--- src/rtl/ctx_stack_pkg.sv ---
package ctx_stack_pkg;

  typedef enum logic [2:0] {
    OP_NONE = 3'd0,
    OP_CALL = 3'd1,
    OP_IRQ  = 3'd2,
    OP_RET  = 3'd3,
    OP_RTI  = 3'd4
  } op_e;

  typedef enum logic [2:0] {
    SL_PCL = 3'd0,
    SL_PCH = 3'd1,
    SL_X   = 3'd2,
    SL_A   = 3'd3,
    SL_CC  = 3'd4
  } slot_e;

  localparam int unsigned IDX_W = 3;

  // number of byte accesses in a sequence
  function automatic logic [IDX_W-1:0] seq_len(input op_e op);
    case (op)
      OP_CALL, OP_RET: seq_len = 3'd2;
      OP_IRQ, OP_RTI:  seq_len = 3'd5;
      default:         seq_len = 3'd1;
    endcase
  endfunction

  // which register a given step of a sequence moves
  function automatic slot_e seq_slot(input op_e op, input logic [IDX_W-1:0] idx);
    seq_slot = SL_PCL;
    case (op)
      OP_CALL, OP_IRQ: begin
        case (idx)
          3'd0:    seq_slot = SL_PCL;
          3'd1:    seq_slot = SL_PCH;
          3'd2:    seq_slot = SL_X;
          3'd3:    seq_slot = SL_A;
          default: seq_slot = SL_CC;
        endcase
      end
      OP_RET: seq_slot = (idx == 3'd0) ? SL_PCH : SL_PCL;
      OP_RTI: begin
        case (idx)
          3'd0:    seq_slot = SL_CC;
          3'd1:    seq_slot = SL_A;
          3'd2:    seq_slot = SL_X;
          3'd3:    seq_slot = SL_PCH;
          default: seq_slot = SL_PCL;
        endcase
      end
      default: seq_slot = SL_PCL;
    endcase
  endfunction

endpackage

--- src/rtl/ctx_seq_ctrl.sv ---
module ctx_seq_ctrl
  import ctx_stack_pkg::*;
(
  input  logic             clk,
  input  logic             rst_n,
  input  logic             call_go,
  input  logic             irq_go,
  input  logic             ret_go,
  input  logic             rti_go,
  output logic             start,
  output logic             busy,
  output logic             done,
  output logic             push,
  output logic             pull,
  output slot_e            slot
);

  op_e              op_q;
  op_e              op_sel;
  logic [IDX_W-1:0] idx_q;
  logic             busy_q;
  logic             done_q;
  logic             last;

  // fixed priority among simultaneous strobes
  always_comb begin
    if (irq_go)       op_sel = OP_IRQ;
    else if (call_go) op_sel = OP_CALL;
    else if (rti_go)  op_sel = OP_RTI;
    else if (ret_go)  op_sel = OP_RET;
    else              op_sel = OP_NONE;
  end

  assign start = !busy_q && (op_sel != OP_NONE);
  assign last  = (idx_q == IDX_W'(seq_len(op_q) - 3'd1));

  always_ff @(posedge clk) begin
    if (!rst_n) begin
      op_q   <= OP_NONE;
      idx_q  <= '0;
      busy_q <= 1'b0;
      done_q <= 1'b0;
    end else begin
      done_q <= busy_q && last;
      if (start) begin
        op_q   <= op_sel;
        idx_q  <= '0;
        busy_q <= 1'b1;
      end else if (busy_q) begin
        idx_q <= idx_q + 1'b1;
        if (last) begin
          busy_q <= 1'b0;
          op_q   <= OP_NONE;
        end
      end
    end
  end

  assign busy = busy_q;
  assign done = done_q;
  assign push = busy_q && ((op_q == OP_CALL) || (op_q == OP_IRQ));
  assign pull = busy_q && ((op_q == OP_RET) || (op_q == OP_RTI));
  assign slot = seq_slot(op_q, idx_q);

  AST_DONE_SINGLE: assert property (@(posedge clk) disable iff (!rst_n)
    done_q |=> !done_q);
  AST_DONE_AFTER_LAST: assert property (@(posedge clk) disable iff (!rst_n)
    (busy_q && last) |=> (done_q && !busy_q));
  AST_OP_HELD: assert property (@(posedge clk) disable iff (!rst_n)
    (busy_q && !last) |=> (busy_q && $stable(op_q)));

endmodule

--- src/rtl/ctx_sp_ptr.sv ---
module ctx_sp_ptr #(
  parameter int unsigned AW     = 12,
  parameter logic [AW-1:0] SP_LO = 12'h061,
  parameter logic [AW-1:0] SP_HI = 12'h07F
) (
  input  logic          clk,
  input  logic          rst_n,
  input  logic          push,
  input  logic          pull,
  output logic [AW-1:0] sp,
  output logic [AW-1:0] addr
);

  logic [AW-1:0] sp_q;
  logic [AW-1:0] sp_dn;
  logic [AW-1:0] sp_up;

  assign sp_dn = (sp_q == SP_LO) ? SP_HI : sp_q - 1'b1;
  assign sp_up = (sp_q == SP_HI) ? SP_LO : sp_q + 1'b1;

  always_ff @(posedge clk) begin
    if (!rst_n)    sp_q <= SP_HI;
    else if (push) sp_q <= sp_dn;
    else if (pull) sp_q <= sp_up;
  end

  assign sp   = sp_q;
  assign addr = pull ? sp_up : sp_q;

  AST_SP_IN_WINDOW: assert property (@(posedge clk) disable iff (!rst_n)
    (sp_q >= SP_LO) && (sp_q <= SP_HI));
  AST_PUSH_STEPS_DOWN: assert property (@(posedge clk) disable iff (!rst_n)
    push |=> ((sp_q == $past(addr) - 1'b1) || ($past(addr) == SP_LO && sp_q == SP_HI)));
  AST_PULL_LANDS_ON_ADDR: assert property (@(posedge clk) disable iff (!rst_n)
    pull |=> (sp_q == $past(addr)));
  AST_ONE_DIRECTION: assert property (@(posedge clk) disable iff (!rst_n)
    !(push && pull));

endmodule

--- src/rtl/ctx_byte_route.sv ---
module ctx_byte_route
  import ctx_stack_pkg::*;
#(
  parameter int unsigned AW = 12,
  parameter int unsigned DW = 8
) (
  input  logic          clk,
  input  logic          rst_n,
  input  logic          start,
  input  logic          busy,
  input  logic          push,
  input  logic          pull,
  input  slot_e         slot,
  input  logic [AW-1:0] pc_in,
  input  logic [DW-1:0] a_in,
  input  logic [DW-1:0] x_in,
  input  logic [DW-1:0] cc_in,
  input  logic [DW-1:0] rdata,
  output logic [DW-1:0] wdata,
  output logic [AW-1:0] pc_out,
  output logic [DW-1:0] a_out,
  output logic [DW-1:0] x_out,
  output logic [DW-1:0] cc_out
);

  localparam int unsigned HIW = AW - DW;

  logic [AW-1:0] snap_pc;
  logic [DW-1:0] snap_a, snap_x, snap_cc;

  always_ff @(posedge clk) begin
    if (!rst_n) begin
      snap_pc <= '0;
      snap_a  <= '0;
      snap_x  <= '0;
      snap_cc <= '0;
    end else if (start) begin
      snap_pc <= pc_in;
      snap_a  <= a_in;
      snap_x  <= x_in;
      snap_cc <= cc_in;
    end
  end

  always_comb begin
    case (slot)
      SL_PCL:  wdata = snap_pc[DW-1:0];
      SL_PCH:  wdata = {{(DW-HIW){1'b0}}, snap_pc[AW-1:DW]};
      SL_X:    wdata = snap_x;
      SL_A:    wdata = snap_a;
      default: wdata = snap_cc;
    endcase
  end

  always_ff @(posedge clk) begin
    if (!rst_n) begin
      pc_out <= '0;
      a_out  <= '0;
      x_out  <= '0;
      cc_out <= '0;
    end else if (pull) begin
      case (slot)
        SL_PCL:  pc_out[DW-1:0]  <= rdata;
        SL_PCH:  pc_out[AW-1:DW] <= rdata[HIW-1:0];
        SL_X:    x_out           <= rdata;
        SL_A:    a_out           <= rdata;
        default: cc_out          <= rdata;
      endcase
    end
  end

  AST_PCH_ZERO_TOP: assert property (@(posedge clk) disable iff (!rst_n)
    (push && slot == SL_PCH) |-> (wdata[DW-1:HIW] == '0));
  AST_SNAPSHOT_HELD: assert property (@(posedge clk) disable iff (!rst_n)
    busy |=> ($stable(snap_pc) && $stable(snap_a) && $stable(snap_x) && $stable(snap_cc)));
  AST_PCL_KEEPS_HIGH: assert property (@(posedge clk) disable iff (!rst_n)
    (pull && slot == SL_PCL) |=> (pc_out[AW-1:DW] == $past(pc_out[AW-1:DW])));

endmodule

--- src/rtl/ctx_stack_seq.sv ---
module ctx_stack_seq
  import ctx_stack_pkg::*;
#(
  parameter int unsigned AW     = 12,
  parameter int unsigned DW     = 8,
  parameter logic [AW-1:0] SP_LO = 12'h061,
  parameter logic [AW-1:0] SP_HI = 12'h07F
) (
  input  logic          clk,
  input  logic          rst_n,
  input  logic          call_go,
  input  logic          irq_go,
  input  logic          ret_go,
  input  logic          rti_go,
  input  logic [AW-1:0] pc_in,
  input  logic [DW-1:0] a_in,
  input  logic [DW-1:0] x_in,
  input  logic [DW-1:0] cc_in,
  output logic [AW-1:0] mem_addr,
  output logic          mem_wr,
  output logic          mem_rd,
  output logic [DW-1:0] mem_wdata,
  input  logic [DW-1:0] mem_rdata,
  output logic [AW-1:0] pc_out,
  output logic [DW-1:0] a_out,
  output logic [DW-1:0] x_out,
  output logic [DW-1:0] cc_out,
  output logic [AW-1:0] sp,
  output logic          busy,
  output logic          done
);

  logic  start_w, push_w, pull_w;
  slot_e slot_w;

  ctx_seq_ctrl u_ctrl (
    .clk     (clk),
    .rst_n   (rst_n),
    .call_go (call_go),
    .irq_go  (irq_go),
    .ret_go  (ret_go),
    .rti_go  (rti_go),
    .start   (start_w),
    .busy    (busy),
    .done    (done),
    .push    (push_w),
    .pull    (pull_w),
    .slot    (slot_w)
  );

  ctx_sp_ptr #(.AW(AW), .SP_LO(SP_LO), .SP_HI(SP_HI)) u_sp (
    .clk   (clk),
    .rst_n (rst_n),
    .push  (push_w),
    .pull  (pull_w),
    .sp    (sp),
    .addr  (mem_addr)
  );

  ctx_byte_route #(.AW(AW), .DW(DW)) u_route (
    .clk    (clk),
    .rst_n  (rst_n),
    .start  (start_w),
    .busy   (busy),
    .push   (push_w),
    .pull   (pull_w),
    .slot   (slot_w),
    .pc_in  (pc_in),
    .a_in   (a_in),
    .x_in   (x_in),
    .cc_in  (cc_in),
    .rdata  (mem_rdata),
    .wdata  (mem_wdata),
    .pc_out (pc_out),
    .a_out  (a_out),
    .x_out  (x_out),
    .cc_out (cc_out)
  );

  assign mem_wr = push_w;
  assign mem_rd = pull_w;

  AST_ACCESS_ONLY_BUSY: assert property (@(posedge clk) disable iff (!rst_n)
    (mem_wr || mem_rd) |-> busy);
  AST_NO_ACCESS_ON_DONE: assert property (@(posedge clk) disable iff (!rst_n)
    done |-> !(mem_wr || mem_rd));

endmodule

--- config.mk ---
export PLATFORM = sky130hd
export DESIGN_NAME = ctx_stack_seq
export DESIGN_NICKNAME = d
export VERILOG_FILES = /design/src/rtl/ctx_stack_pkg.sv /design/src/rtl/ctx_seq_ctrl.sv /design/src/rtl/ctx_sp_ptr.sv /design/src/rtl/ctx_byte_route.sv /design/src/rtl/ctx_stack_seq.sv
export SDC_FILE = /design/constraint.sdc
export NUM_CORES = 1
export LEC_CHECK = 0
export CAP_MARGIN = 20
export CORE_MARGIN = 8
export CORE_UTILIZATION = 30
export CTS_CLUSTER_SIZE = 24
export DETAILED_ROUTE_END_ITERATION = 16
export DONT_BUFFER_PORTS = 1
export GPL_TIMING_DRIVEN = 1
export HOLD_SLACK_MARGIN = 0.03
export MAX_ROUTING_LAYER = met4
export PLACE_DENSITY = 0.44
export SLEW_MARGIN = 20
export SYNTH_ARGS = -nofsm -noshare
export SYNTH_HDL_FRONTEND = slang
export SYNTH_HIERARCHICAL = 1
export SYNTH_SLANG_ARGS = --single-unit
--- constraint.sdc ---
create_clock -name clk -period 3 [get_ports clk]
set_input_delay 0.6 -clock clk [delete_from_list [all_inputs] [get_ports clk]]
set_output_delay 0.6 -clock clk [all_outputs]
set_load 0.02 [all_outputs]
# [After elaboration in Yosys (flattened, before gate mapping)]
# Index checks and enable logic that the tools add are counted.
# W data, S select, Z words.
[classes] add_sub_neg=4 n_eq_ne=13 mux=20 bitwise_logic=2 reduce_logical=23
[op_table] cell="$mux W12" count=4
[op_table] cell="$pmux W8 S4" count=1
[op_table] cell="$eq A12 B7 Y1 const B" count=2
[op_table] cell="$pmux W3 S4" count=2
[op_table] cell="$eq A3 B2 Y1 const B" count=6
[op_table] cell="$mux W3" count=6
[op_table] cell="$add A12 B1 Y12 const B" count=1
[op_table] cell="$reduce_and A2 Y1" count=6
[op_table] cell="$sub A12 B1 Y12 const B" count=1
[op_table] cell="$eq A3 B1 Y1 const B" count=3
[op_table] cell="$pmux W3 S3" count=1
[op_table] cell="$reduce_or A2 Y1" count=4
[op_table] cell="$logic_not A3 Y1" count=2
[op_table] cell="$pmux W3 S2" count=1
[op_table] cell="$logic_and A1 B1 Y1" count=4
[op_table] cell="$mux W1" count=4
[op_table] cell="$reduce_bool A2 Y1" count=2
[op_table] cell="$reduce_or A4 Y1" count=1
[op_table] cell="$add A3 B1 Y3 const B" count=1
[op_table] cell="$eq A3 B3 Y1" count=1
[op_table] cell="$eq A3 B3 Y1 const B" count=1
[op_table] cell="$reduce_bool A3 Y1" count=1
[op_table] cell="$sub A3 B1 Y3 const B" count=1
[op_table] cell="$logic_or A1 B1 Y1" count=2
[op_table] cell="other kinds (3)" count=4
[totals] ff_bits=92 output_inout_bits=72 wordCells=76

# [Depth between registers and ports, before layout]
# Gate-level depths: netlist (run 1).
[logic_depth] word_depth=8 depth_mapped=11

# [By module]
# The synthesis (run 1) kept the hierarchy.
[by_module_without_submodules] mod="ctx_byte_route" n_inst=1 cells_per_inst=305 area_per_inst_um2=3017.9 seq_area_each_um2=1441.4
[by_module_without_submodules] mod="ctx_sp_ptr" n_inst=1 cells_per_inst=134 area_per_inst_um2=1076.0 seq_area_each_um2=240.2
[by_module_without_submodules] mod="ctx_seq_ctrl" n_inst=1 cells_per_inst=72 area_per_inst_um2=563.0 seq_area_each_um2=160.2

# [Least setup slack after synthesis (run 1)]
# OpenSTA, ideal clock, no wires.
[synth_timing] path_kind="register -> output" start="reg u_ctrl.op_q[2]" end="out mem_addr[11]" arrival_time_ps=2206 required_ps=2400 path_slack_ps=194 path_stages_with_launch=8 n_path_buf=1 path_cell_list="dfxtp_1 -> inv_1 -> nor3_1 -> o21a_1 -> buf_2 -> nand4_1 -> nor4_1 -> xor2_1"
[synth_via] elab_chain_len=4 word_cells_on_any_way=5 classes_between="eq/ne (2); mux (1); reduce/logical (2)"
[synth_rtl] element="from (decl)" line="ctx_seq_ctrl.sv:18" rtl="op_e op_q;"
[synth_rtl] element="from (signal assigned)" line="ctx_seq_ctrl.sv:46" rtl="op_q <= op_sel;"
[synth_rtl] element="$eq A3 B2 Y1 or $eq A3 B3 Y1 (tied branches)" line="ctx_seq_ctrl.sv:62" rtl="assign pull = busy_q && ((op_q == OP_RET) || (op_q == OP_RTI));"
[synth_rtl] element="$logic_or A1 B1 Y1 *" line="ctx_seq_ctrl.sv:62"
[synth_rtl] element="$logic_and A1 B1 Y1 *" line="ctx_seq_ctrl.sv:62"
[synth_rtl] element="via mem_rd" line="ctx_stack_seq.sv:21" rtl="output logic mem_rd,"
[synth_rtl] element="$mux W12 *" line="ctx_sp_ptr.sv:28" rtl="assign addr = pull ? sp_up : sp_q;"
[synth_rtl] element="to (decl)" line="ctx_stack_seq.sv:19" rtl="output logic [AW-1:0] mem_addr,"
# The timed path passes the listed nets; every way through them passes the cells marked *.

# [Final worst setup path (run 1)]
[layout_timing] start="reg u_ctrl.idx_q[0]" end="out mem_wdata[6]"
[layout_via] elab_chain_len=5 word_cells_on_any_way=13 classes_between="eq/ne (6); mux (5); reduce/logical (2)"
[layout_rtl] element="from (decl)" line="ctx_seq_ctrl.sv:20" rtl="logic [IDX_W-1:0] idx_q;"
[layout_rtl] element="from (signal assigned)" line="ctx_seq_ctrl.sv:50" rtl="idx_q <= idx_q + 1'b1;"
[layout_rtl] element="$eq A3 B2 Y1 (tied with other cells)" line="ctx_stack_pkg.sv:35, ctx_stack_pkg.sv:45"
[layout_rtl] element="$pmux W3 S4 (tied with other cells)" line="ctx_stack_pkg.sv:45" rtl="case (idx)"
[layout_rtl] element="$pmux W3 S3 *" line="ctx_stack_pkg.sv:33" rtl="case (op)"
[layout_rtl] element="via slot_w[0]" line="ctx_stack_seq.sv:34" rtl="slot_e slot_w;"
[layout_rtl] element="$eq A3 B2 Y1 (tied with other cells)" line="ctx_byte_route.sv:46" rtl="case (slot)"
[layout_rtl] element="$pmux W8 S4 *" line="ctx_byte_route.sv:46"
[layout_rtl] element="to (decl)" line="ctx_stack_seq.sv:22" rtl="output logic [DW-1:0] mem_wdata,"
# Marks and branches as above.

==> Implementation_results.wiki, run 1 <==
{| class="wikitable"
! Metric !! Value
|-
| Effective utilization at floorplan || 0.3063
|-
| Number of synthesized flops with an enable pin || 0
|-
| Bufs and invs on worst path || 1
|-
| Adder-Cell Fraction of Synth Area || 0.02149
|-
| Routed WL per cell || 18.38 um
|-
| Finished layout cell area || approximately 5500 sq um
|-
| Worst setup EP type || primary output
|-
| Number of rows created at floorplan || 45
|-
| Remaining antenna violation count || 0
|-
| Yosys warnings || 6
|-
| Critical path data required time || 2.40 ns
|-
| Flop pwr share || 0.447
|-
| DRC violations left || 0
|-
| Half-perimeter wire length of the detailed placement result || 9252 um
|-
| Violations in the final reports || negative setup slack
|-
| Root buf cell || sky130_fd_sc_hd__clkbuf_16
|-
| Parity-gate share of the synthesized area counting xor and xnor cells || 0.03009
|-
| Area of the mapped netlist || 4657 sq um
|-
| Latest clock arrival within the worst-skew pair || 0.34 ns
|-
| Share of total power in the clock network || 0.391
|-
| Global Route Usage Sum || 0.1335
|-
| Number of I/O pins || 122
|-
| Signal arrival time at the worst endpoint || 2.41 ns
|-
| Final Critical Period || between 3 and 4 ns
|-
| Avg Vias per Cell || 5.164
|-
| First DRT Iteration DRCs || between 200 and 250
|-
| Clock slew at the register clock pins of the worst setup and hold paths || 0.07 ns
|-
| Maximum resistive drop on vdd || 0.2395 mV
|-
| Cell-by-cell listing of the critical path || ha_4 -> ha_4 -> nor2_4 -> o21ai_2 -> nand2_2 -> a21oi_4 -> buf_12 -> mux2_4 -> a221oi_4 -> a21oi_4
|-
| Clock skew || roughly 0.0063 ns
|-
| Sequential share of the synthesized area || 0.3955
|-
| Tightest hold margin || 0.3829 ns
|-
| Via count of the first global-routing pass || 3651
|-
| Cell family with most CP delay || compound AO/OA/AOI/OAI gates
|-
| H-tree level count || 3
|-
| Nets || 576
|-
| Register cell area after layout || 1853 sq um
|-
| Endpoints failing setup || 1
|-
| Largest stage delay, worst path || 0.40 ns
|-
| Antenna violations before repair || 1
|-
| Max Fclk || 332.7 MHz
|-
| Biggest area contributors in the synthesized netlist || sky130_fd_sc_hd__dfxtp_1, sky130_fd_sc_hd__mux2i_1, sky130_fd_sc_hd__nor2b_1, sky130_fd_sc_hd__nand2_1, sky130_fd_sc_hd__nand3_1
|-
| Synthesized Nets || about 570
|-
| Crit Path Category || register to primary output
|-
| Share of synthesized cell area in and, or, nand and nor gates || 0.2370
|-
| Max-Slew Margin vs Limit || 0.4580
|-
| Flops & latches, synth || 92
|-
| Num Clock Sinks || 92
|-
| Run status || complete, but fails checks
|-
| Hold/Removal Path Class || input port to register
|-
| Reported max-cap violation count || 0
|-
| Multiplexer share of the synthesized area || 0.1268
|-
| Comb pwr share || 0.162
|-
| Kind of start point of the critical path || register
|-
| Via count of the routed design || between 3000 and 4000
|-
| Critical path peak fanout || 6
|-
| Final Routed Wirelength || 13090 um
|-
| Largest family of logic cells by synthesized area || simple AND/OR/NAND/NOR gates
|-
| Final standard cell utilization of the core || 0.3636
|-
| Switching power as a share of total power || 0.2805
|-
| Top cells by count, synth || sky130_fd_sc_hd__dfxtp_1, sky130_fd_sc_hd__mux2i_1, sky130_fd_sc_hd__nand2_1
|-
| Core area || 15200 sq um
|-
| Largest net degree at the start of global routing || 95
|-
| Longest Clk Path Bufs || 2
|-
| Post-Syn Instances || 511
|-
| Overall die area || 19770 sq um
|-
| First drt pass iteration count || 4
|-
| Final Max Tran Viols || 0
|-
| Wire length of the first global-routing pass || about 20000 um
|-
| Power density of the placed cells || approximately 540 nW/um^2
|-
| Number of different library cells in the post-synthesis netlist || 61
|-
| Fin crit share || 1.002
|-
| Fillers || 1571
|-
| Worst Max-Slew Pin Slew || 0.8056 ns
|-
| Share of async-settable or async-resettable flops after synthesis || 0
|-
| DP Worst Slack || 0.1417 ns
|-
| Final worst-path setup slack || -0.006096 ns
|-
| Mean Syn Cell Area || 9.113 sq um
|-
| Leakage power summed over all cells || about 0.0021 uW
|-
| Dominant synthesized flop cell || sky130_fd_sc_hd__dfxtp_1
|-
| Most frequent cell after synthesis || sky130_fd_sc_hd__dfxtp_1
|-
| Area fraction of the dominant cell type after synthesis || 0.3955
|-
| Number of input and output port buffers inserted || 0
|-
| Sum of overflow across all layers after global routing || 0
|-
| Switch Pwr || approximately 840 uW
|-
| Die width || 140.6 um
|-
| Layout cell share with drive strength beyond 1 || 0.2027
|-
| Quantity of hold-fixing buffers added after cts || 0
|-
| Internal power of the cells || around 2200 uW
|-
| Worst-path cell with the longest stage delay || sky130_fd_sc_hd__dfxtp_4
|-
| Height of the chip || 140.6 um
|-
| Final Hold Vio Count || 0
|-
| Synth-to-layout area growth || 18.70%
|-
| Area of the multi-input gates || 2784 sq um
|-
| Setup repair after global routing missed its margin || yes
|-
| Gpl congestion || 0.7758
|-
| Fraction of the mapped netlist area in compound gates || 0.1308
|-
| Instance area after placement || about 5000 sq um
|-
| TritonCTS clock tree || done
|-
| Leading area contributor after synthesis || sky130_fd_sc_hd__dfxtp_1
|-
| Tot Pwr || 3002 uW
|-
| Total CTS buffers || 9
|}
-- repair_timing --
item	4_1_cts	5_1_grt
buffers inserted	4	2
gates resized for setup	20	40
cloned	0	1
pin swaps	2	10
setup endpoints to repair	18	10
hold endpoints to repair	0	0
-- final timing paths --
kind,startpoint,to,slack [ns],depth (start not counted)
max,u_ctrl/idx_q[0],mem_wdata[6],-0.006,10
min,mem_rdata[6],u_route/pc_out[6],0.38,2
max reg2reg,u_ctrl/idx_q[0],u_route/a_out[6],0.55,11
min reg2reg,u_route/snap_a[1],u_route/snap_a[1],0.52,2
-- layout by cell type, fill, tap and decap left out, types with 4 or more instances in the layout --
| cell type | synthesis | layout |
|---|---|---|
| sky130_fd_sc_hd__nor3_1 | 8 | 6 |
| sky130_fd_sc_hd__mux2i_1 | 50 | 48 |
| sky130_fd_sc_hd__inv_1 | 16 | 14 |
| sky130_fd_sc_hd__nor2_4 | 1 | 4 |
| sky130_fd_sc_hd__a22o_1 | 4 | 4 |
| sky130_fd_sc_hd__clkbuf_16 | 0 | 10 |
| sky130_fd_sc_hd__o21ai_0 | 22 | 19 |
| sky130_fd_sc_hd__a21boi_1 | 8 | 8 |
| sky130_fd_sc_hd__mux2_4 | 0 | 5 |
| sky130_fd_sc_hd__buf_4 | 4 | 28 |
| sky130_fd_sc_hd__nand4_1 | 7 | 7 |
| sky130_fd_sc_hd__xnor2_1 | 11 | 11 |
| sky130_fd_sc_hd__nor4_1 | 5 | 4 |
| sky130_fd_sc_hd__a21boi_0 | 8 | 8 |
| sky130_fd_sc_hd__nand3_1 | 28 | 28 |
| sky130_fd_sc_hd__a21oi_1 | 15 | 10 |
| sky130_fd_sc_hd__ha_1 | 8 | 4 |
| sky130_fd_sc_hd__xor2_1 | 5 | 5 |
| sky130_fd_sc_hd__dfxtp_1 | 92 | 87 |
| sky130_fd_sc_hd__ha_4 | 0 | 4 |
| sky130_fd_sc_hd__nor2b_1 | 46 | 46 |
| sky130_fd_sc_hd__nor2_1 | 21 | 18 |
| sky130_fd_sc_hd__nand2_1 | 49 | 48 |
-- flip-flops by register name, indices dropped and copies added, names as in the netlist, 3 cells and up --
register         count
u_route/snap_pc     12
u_ctrl/op_q          3
u_route/snap_x       8
u_route/snap_cc      8
u_sp/sp             12
u_route/pc_out      12
u_route/cc_out       8
u_route/x_out        8
u_route/snap_a       8
u_route/a_out        8
u_ctrl/idx_q         3
-- power by group through the flow --
stage | sequential (uW) | clock [uW] | combinational, uW
floorplan | 1350 | 0 | 357
global placement | 1360 | 0 | 432
detailed placement | 1360 | 0 | 435
CTS | 1340 | 1230 | 452
global route | 1350 | 1280 | 533
finish | 1340 | 1170 | 486
-- stage by stage --
stage | cells | setup TNS, ns
floorplan | 511 | 0
global placement | 688 | 0
detailed placement | 688 | 0
CTS | 708 | 0
global route | 712 | -0.4646
finish | 712 | -0.006096
-- logic make-up after synthesis --
| group | count (synthesis) |
|---|---|
| adder cells (fa/ha/maj) | 8 |
| AND/OR/NAND/NOR | 194 |
| XOR/XNOR | 16 |
| flip-flops | 92 |
| buffers and inverters | 53 |
| multiplexers | 58 |
| AO/OA/AOI/OAI | 90 |
-- metal layers --
layer	track usage	routed length (um)
met2	0.2030	6174
met1	0.1545	5618
met4	0.05882	177
met5	-	0
met3	0.05098	1119
-- cell type report --
class / instances / area share
clock inverter: 6 / 0.01290
multi-input combinational: 366 / 0.5036
inverter: 16 / 0.01086
sequential: 92 / 0.3352
antenna: 1 / 0.0004527
tap: 188 / 0.04255
clock buffer: 10 / 0.04142
timing repair buffer: 33 / 0.05297
Note: power is estimated with default switching activity, not from simulation.
==> run 2: changes to the inputs <==
--- a/config.mk
+++ b/config.mk
@@ -6,7 +6,6 @@
 export NUM_CORES = 1
 export LEC_CHECK = 0
 export CAP_MARGIN = 20
-export CORE_MARGIN = 8
 export CORE_UTILIZATION = 30
 export CTS_CLUSTER_SIZE = 24
 export DETAILED_ROUTE_END_ITERATION = 16
@@ -15,6 +14,7 @@
 export HOLD_SLACK_MARGIN = 0.03
 export MAX_ROUTING_LAYER = met4
 export PLACE_DENSITY = 0.44
+export RECOVER_POWER = 100
 export SLEW_MARGIN = 20
 export SYNTH_ARGS = -nofsm -noshare
 export SYNTH_HDL_FRONTEND = slang
==> constraint.sdc (replaced) <==
create_clock -name clk -period 2.8 [get_ports clk]
set_input_delay 0.56 -clock clk [delete_from_list [all_inputs] [get_ports clk]]
set_output_delay 0.56 -clock clk [all_outputs]
set_load 0.02 [all_outputs]
==> run 2 against run 1 <==
The run still ends with negative setup slack left. Worst setup slack got worse by 0.075 ns. Utilization up 0.68 points. Critical path depth unchanged. Sequential share of layout area fell by 0.64 points. Clock-buffer cell count grew 1. Die area down 19%. Sequential cell count did not move. Wire length shrank 5.7%. Clock skew fell by 0.0023 ns. Largest cell class unchanged. Largest power group unchanged. Highest routed layer unchanged.
==> Implementation_results.wiki, run 2 (synthesized netlist as in run 1, its figures left out) <==
{| class="wikitable"
! Metric !! Value
|-
| Worst Max-Slew Pin Slew || 1.204 ns (was 0.8056 ns)
|-
| Total CTS buffers || 9 (unchanged)
|-
| Synth-to-layout area growth || 20.93% (was 18.70%)
|-
| Longest Clk Path Bufs || 2 (unchanged)
|-
| Root buf cell || sky130_fd_sc_hd__clkbuf_16 (unchanged)
|-
| Clock slew at the register clock pins of the worst setup and hold paths || 0.07 ns (about the same)
|-
| Clock skew || 0.003993 ns (was 0.006266 ns)
|-
| Crit Path Category || register to primary output (unchanged)
|-
| Remaining antenna violation count || 0 (unchanged)
|-
| Worst Hold Launch || mem_rdata[0] (was mem_rdata[6])
|-
| Hold/Removal Path Class || input port to register (unchanged)
|-
| Final Hold Vio Count || 0 (unchanged)
|-
| Number of I/O pins || 122 (unchanged)
|-
| Wire length of the first global-routing pass || 19840 um (was 20550 um)
|-
| Kind of start point of the critical path || register (unchanged)
|-
| Final Critical Period || 2.881 ns
|-
| Max Fclk || 347.1 MHz
|-
| Max-Slew Margin vs Limit || 0.1974 (was 0.4580)
|-
| Most frequent cells in the layout || sky130_fd_sc_hd__dfxtp_1, sky130_fd_sc_hd__nand2_1, sky130_fd_sc_hd__mux2i_1 (unchanged)
|-
| Critical path peak fanout || 5 (was 6)
|-
| Antenna violations before repair || 0 (was 1)
|-
| Num Clock Sinks || 92 (unchanged)
|-
| Most used cell along the critical path || sky130_fd_sc_hd__ha_4
|-
| Leakage power summed over all cells || 0.002146 uW (was 0.002097 uW)
|-
| Gpl congestion || 0.8317 (was 0.7758)
|-
| Layout cell share with drive strength beyond 1 || 0.2160 (was 0.2027)
|-
| Non-filler cells, final || 725 (was 712)
|-
| Die width || 126.6 um (was 140.6 um)
|-
| Avg Vias per Cell || 5.112 (was 5.164)
|-
| Fin crit share || 1.029
|-
| DRC violations left || 0 (unchanged)
|-
| Worst-path cell with the longest stage delay || sky130_fd_sc_hd__dfxtp_4 (unchanged)
|-
| Number of cell instances on the worst register-to-register path || 11 (unchanged)
|-
| Diode count || 0 (was 1)
|-
| Capture endpoint of the worst hold path || u_route/pc_out[0] (was u_route/pc_out[6])
|-
| Final worst-path setup slack || -0.08081 ns (was -0.006096 ns)
|-
| Most common cell after layout, fill and taps aside || sky130_fd_sc_hd__dfxtp_1 (unchanged)
|-
| Number of input and output port buffers inserted || 0 (unchanged)
|-
| Finished layout cell area || 5632 sq um (was 5528 sq um)
|-
| Violations in the final reports || negative setup slack (unchanged)
|-
| Latest clock arrival within the worst-skew pair || 0.34 ns (about the same)
|-
| Fillers || 1564 (was 1571)
|-
| Largest stage delay, worst path || 0.36 ns (was 0.40 ns)
|-
| Half-perimeter wire length of the detailed placement result || 8513 um (was 9252 um)
|-
| Min-Delay Path Depth || 2 (unchanged)
|-
| Endpoints failing setup || 8 (was 1)
|-
| Global Route Usage Sum || 0.1619 (was 0.1335)
|-
| Reported max-cap violation count || 0 (unchanged)
|-
| Destination of the worst register-to-register timing path || u_route/pc_out[4] (was u_route/a_out[6])
|-
| Overall die area || 16030 sq um (was 19770 sq um)
|-
| Routed WL per cell || 17.02 um (was 18.38 um)
|-
| First DRT Iteration DRCs || 126 (was 237)
|-
| Power density of the placed cells || 561.9 nW/um^2 (was 543.0 nW/um^2)
|-
| Sum of overflow across all layers after global routing || 0 (unchanged)
|-
| Via count of the first global-routing pass || 3649 (was 3651)
|-
| First drt pass iteration count || 4 (unchanged)
|-
| Effective utilization at floorplan || 0.3063 (unchanged)
|-
| Number of rows created at floorplan || 45 (unchanged)
|-
| Cell-by-cell listing of the critical path || ha_4 -> ha_4 -> buf_4 -> o21ai_2 -> a21oi_4 -> clkbuf_16 -> buf_8 -> nor2_4 -> a221oi_2 -> a21oi_2 (was ha_4 -> ha_4 -> nor2_4 -> o21ai_2 -> nand2_2 -> a21oi_4 -> buf_12 -> mux2_4 -> a221oi_4 -> a21oi_4)
|-
| Worst setup EP type || primary output (unchanged)
|-
| Worst setup slack for register-to-register paths || 0.23 ns (was 0.55 ns)
|-
| Setup repair after global routing missed its margin || yes (unchanged)
|-
| Final Routed Wirelength || 12340 um (was 13090 um)
|-
| Quantity of hold-fixing buffers added after cts || 0 (unchanged)
|-
| Critical path data required time || 2.24 ns (was 2.40 ns)
|-
| Height of the chip || 126.6 um (was 140.6 um)
|-
| Maximum resistive drop on vdd || 0.3971 mV (was 0.2395 mV)
|-
| R2r startpoint || u_ctrl/idx_q[1] (was u_ctrl/idx_q[0])
|-
| H-tree level count || 3 (unchanged)
|-
| TritonCTS clock tree || done (unchanged)
|-
| Cell total after placement || 694 (was 688)
|-
| Instance area after placement || 4949 sq um (was 4903 sq um)
|-
| Largest net degree at the start of global routing || 95 (unchanged)
|-
| Core area || 15200 sq um (unchanged)
|-
| Run status || complete, but fails checks (unchanged)
|-
| Via count of the routed design || 3706 (was 3677)
|-
| Final Max Tran Viols || 0 (unchanged)
|-
| Nets || 590 (was 576)
|-
| Signal arrival time at the worst endpoint || 2.32 ns (was 2.41 ns)
|}
==> run 2: what timing repair did <==
action                     CTS  global route
setup buffers               11             3
cloned                       1             0
setup endpoints to repair   18            20
resized for setup           50            17
pin swaps                    8             4
==> run 2: power breakdown <==
part	internal [uW]	switching, uW
logic	250	295
clock network	653	530
registers	1370	62.1
==> run 2: critical path, delay by kind of cell, from the launching register on <==
| family | cells | cell delay [ns] |
|---|---|---|
| buffers and inverters | 3 | 0.44 |
| AOI/OAI and AO/OA | 4 | 0.66 |
| and+or+nand+nor | 1 | 0.19 |
| DFF | 1 | 0.36 |
| adders and majority gates | 2 | 0.33 |
==> run 2: area by class of cell <==
| class | count | area [sq um] | area share |
|---|---|---|---|
| flip-flops and latches | 92 | 1852 | 0.3288 |
| clock buffers | 11 | 252.7 | 0.04488 |
| multi-input cells | 366 | 2820 | 0.5008 |
| clock inverters | 5 | 35.03 | 0.006221 |
| inverters | 16 | 60.06 | 0.01066 |
| well taps | 188 | 235.2 | 0.04177 |
| repair buffers | 47 | 376.6 | 0.06687 |
==> run 2: worst max-delay path by stage <==
stage / start / end / slack, ns / cells after the start
CTS: u_ctrl/idx_q[1] / mem_wdata[6] / -0.13 / 10
detailed placement: u_ctrl/idx_q[0] / mem_wdata[6] / 0.005 / 10
finish: u_ctrl/idx_q[1] / mem_wdata[7] / -0.08 / 10
global placement: u_ctrl/idx_q[0] / mem_wdata[6] / 0.07 / 10
global route: u_ctrl/idx_q[0] / mem_wdata[1] / -0.18 / 11
floorplan: u_ctrl/op_q[2] / mem_addr[11] / 0.03 / 7
==> run 2: per-stage QoR <==
step | hold WS [ns] | worst slack, ns | util | power (uW) | TNS (ns)
global route | 0.3375 | -0.1768 | 0.3705 | 3318 | -1.424
finish | 0.3483 | -0.08081 | 0.3705 | 3165 | -0.4362
detailed placement | 0.5035 | 0.004587 | 0.3255 | 1932 | 0
floorplan | 0.4766 | 0.03416 | - | 1831 | 0
global placement | 0.4963 | 0.06934 | 0.3255 | 1926 | 0
CTS | 0.2866 | -0.1256 | 0.3659 | 3200 | -0.8382
==> run 2: routing by layer <==
layer  vias to the layer above  wire, um  track usage
met4                         0        90      0.04111
met2                        89      5887       0.2577
li1                       1838         -            -
met1                      1772      5676       0.1986
met3                         7       687      0.05019
met5                         -         0            -
==> run 3: changes to the inputs <==
--- a/config.mk
+++ b/config.mk
@@ -13,7 +13,7 @@
 export GPL_TIMING_DRIVEN = 1
 export HOLD_SLACK_MARGIN = 0.03
 export MAX_ROUTING_LAYER = met4
-export PLACE_DENSITY = 0.44
+export PLACE_DENSITY_LB_ADDON = 0.1
 export RECOVER_POWER = 100
 export SLEW_MARGIN = 20
 export SYNTH_ARGS = -nofsm -noshare
==> run 3 against run 2 <==
Global-route usage down 0.14 points. Total power is 5.3% higher. The run still ends with negative setup slack left. Non-clock buffer count decreased by 4. Clock power is 17% higher. Clock-buffer cell count stayed put. Critical path type unchanged. Hold slack got worse by 0.0027 ns.
==> Implementation_results.wiki, run 3 (synthesized netlist as in run 1, its figures left out) <==
{| class="wikitable"
! Metric !! Value
|-
| Largest stage delay, worst path || 0.40 ns (was 0.36 ns)
|-
| H-tree level count || 3 (unchanged)
|-
| Via count of the first global-routing pass || 3572 (was 3649)
|-
| Synth-to-layout area growth || 19.40% (was 20.93%)
|-
| Die width || 126.6 um (unchanged)
|-
| Via count of the routed design || 3679 (was 3706)
|-
| Wire length of the first global-routing pass || 19580 um (was 19840 um)
|-
| Antenna violations before repair || 0 (unchanged)
|-
| Remaining antenna violation count || 0 (unchanged)
|-
| Global Route Usage Sum || 0.1605 (was 0.1619)
|-
| Height of the chip || 126.6 um (unchanged)
|-
| Number of input and output port buffers inserted || 0 (unchanged)
|-
| Total CTS buffers || 9 (unchanged)
|-
| Tot Pwr || 3334 uW (was 3165 uW)
|-
| Violations in the final reports || negative setup slack (unchanged)
|-
| Power density of the placed cells || 599.6 nW/um^2 (was 561.9 nW/um^2)
|-
| Num Clock Sinks || 92 (unchanged)
|-
| TritonCTS clock tree || done (unchanged)
|-
| Max Fclk || 345.4 MHz (was 347.1 MHz)
|-
| Run status || complete, but fails checks (unchanged)
|-
| Hold/Removal Path Class || input port to register (unchanged)
|-
| Number of rows created at floorplan || 45 (unchanged)
|-
| Signal arrival time at the worst endpoint || 2.34 ns (was 2.32 ns)
|-
| DRC violations left || 0 (unchanged)
|-
| Cell-by-cell listing of the critical path || ha_4 -> ha_4 -> nor2_2 -> o21ai_1 -> nand2_1 -> a21oi_4 -> buf_6 -> mux2_4 -> o22ai_4 -> a21oi_2 -> buf_6 (was ha_4 -> ha_4 -> buf_4 -> o21ai_2 -> a21oi_4 -> clkbuf_16 -> buf_8 -> nor2_4 -> a221oi_2 -> a21oi_2)
|-
| Number of cell instances on the worst register-to-register path || 6 (was 11)
|-
| Critical path peak fanout || 7 (was 5)
|-
| Half-perimeter wire length of the detailed placement result || 8531 um (was 8513 um)
|-
| Final worst-path setup slack || -0.09513 ns (was -0.08081 ns)
|-
| Worst setup EP type || primary output (unchanged)
|-
| Critical path data required time || 2.24 ns (about the same)
|-
| Bufs and invs on worst path || 2 (was 3)
|-
| Root buf cell || sky130_fd_sc_hd__clkbuf_16 (unchanged)
|-
| Worst Max-Slew Pin Slew || 1.210 ns (was 1.204 ns)
|-
| Final Routed Wirelength || 12230 um (was 12340 um)
|-
| Avg Vias per Cell || 5.103 (was 5.112)
|-
| Sum of overflow across all layers after global routing || 0 (unchanged)
|-
| Clock skew || 0.005483 ns (was 0.003993 ns)
|-
| Cell family with most CP delay || compound AO/OA/AOI/OAI gates (unchanged)
|-
| Endpoints failing setup || 9 (was 8)
|-
| Core area || 15200 sq um (unchanged)
|-
| Latest clock arrival within the worst-skew pair || 0.34 ns (about the same)
|-
| Leakage power summed over all cells || 0.002107 uW (was 0.002146 uW)
|-
| Tightest hold margin || 0.3456 ns (was 0.3483 ns)
|-
| Max-Slew Margin vs Limit || 0.1934 (was 0.1974)
|-
| Setup repair after global routing missed its margin || yes (unchanged)
|-
| Crit Path Category || register to primary output (unchanged)
|-
| Critical path depth in cells || 11 (was 10)
|-
| Kind of start point of the critical path || register (unchanged)
|-
| Clock slew at the register clock pins of the worst setup and hold paths || 0.06 ns (was 0.07 ns)
|-
| Number of I/O pins || 122 (unchanged)
|-
| Routed WL per cell || 16.96 um (was 17.02 um)
|-
| Quantity of hold-fixing buffers added after cts || 0 (unchanged)
|-
| Most common cell after layout, fill and taps aside || sky130_fd_sc_hd__dfxtp_1 (unchanged)
|-
| Gpl congestion || 0.8041 (was 0.8317)
|-
| Layout cell share with drive strength beyond 1 || 0.2008 (was 0.2160)
|-
| Reported max-cap violation count || 0 (unchanged)
|-
| Overall die area || 16030 sq um (unchanged)
|-
| First drt pass iteration count || 6 (was 4)
|-
| First DRT Iteration DRCs || 168 (was 126)
|-
| Largest net degree at the start of global routing || 95 (unchanged)
|-
| Final Max Tran Viols || 0 (unchanged)
|-
| Final Critical Period || 2.895 ns (was 2.881 ns)
|-
| Setup_tns || -0.6078 ns (was -0.4362 ns)
|-
| Longest Clk Path Bufs || 2 (unchanged)
|-
| Final Hold Vio Count || 0 (unchanged)
|-
| Effective utilization at floorplan || 0.3063 (unchanged)
|-
| Worst-path cell with the longest stage delay || sky130_fd_sc_hd__dfxtp_4 (unchanged)
|-
| Min-Delay Path Depth || 2 (unchanged)
|-
| Diode count || 0 (unchanged)
|-
| Nets || 586 (was 590)
|-
| Maximum resistive drop on vdd || 0.4474 mV (was 0.3971 mV)
|-
| Fin crit share || 1.034 (was 1.029)
|-
| Most frequent cells in the layout || sky130_fd_sc_hd__dfxtp_1, sky130_fd_sc_hd__nand2_1, sky130_fd_sc_hd__mux2i_1 (unchanged)
|}
-- run 3: power breakdown --
group | switching (uW) | internal [uW]
Sequential | 63.2 | 1380
Combinational | 286 | 231
Clock | 508 | 870
-- run 3: cell type report --
cell class	instances	area, sq um
fill	1557	9642
multi-input combinational	366	2775
sequential	92	1852
timing repair buffer	43	302.8
tap	188	235.2
clock buffer	11	232.7
clock inverter	5	100.1
inverter	16	62.56
-- run 3: through the flow --
stage                     worst slack, ns  cell area (sq um)  std cells    util
final                            -0.09513               5560        721  0.3658
after global routing              -0.2316               5560        721  0.3658
after CTS                         -0.1186               5505        719  0.3621
after detailed placement         -0.01876               4974        699  0.3272
after global placement          -0.008593               4974        699  0.3272
after floorplan                   0.03416               4657        511       -
-- run 3: what timing repair did --
action                                 CTS  global route
endpoints found under the hold margin    0             0
resized for setup                       41            21
setup endpoints to repair               19            19
buffers inserted                         4             2
pin swaps                                9             5
-- run 3: final timing paths --
check	start	to	slack [ns]
worst max register to register	u_ctrl/busy	u_sp/sp[11]	0.09
worst min register to register	u_route/snap_x[5]	u_route/snap_x[5]	0.51
worst max-delay path	u_ctrl/idx_q[0]	mem_wdata[1]	-0.1
worst min-delay path	mem_rdata[4]	u_route/pc_out[4]	0.35
-- run 3: routing by layer --
metal	part of all wire	global-route usage	routed length, um	vias to the layer above
li1	-	-	-	1834
met1	0.45	0.1915	5533	1745
met2	0.48	0.2587	5829	94
met3	0.062	0.05820	758	6
met4	0.0088	0.03402	108	0
met5	0	-	0	-
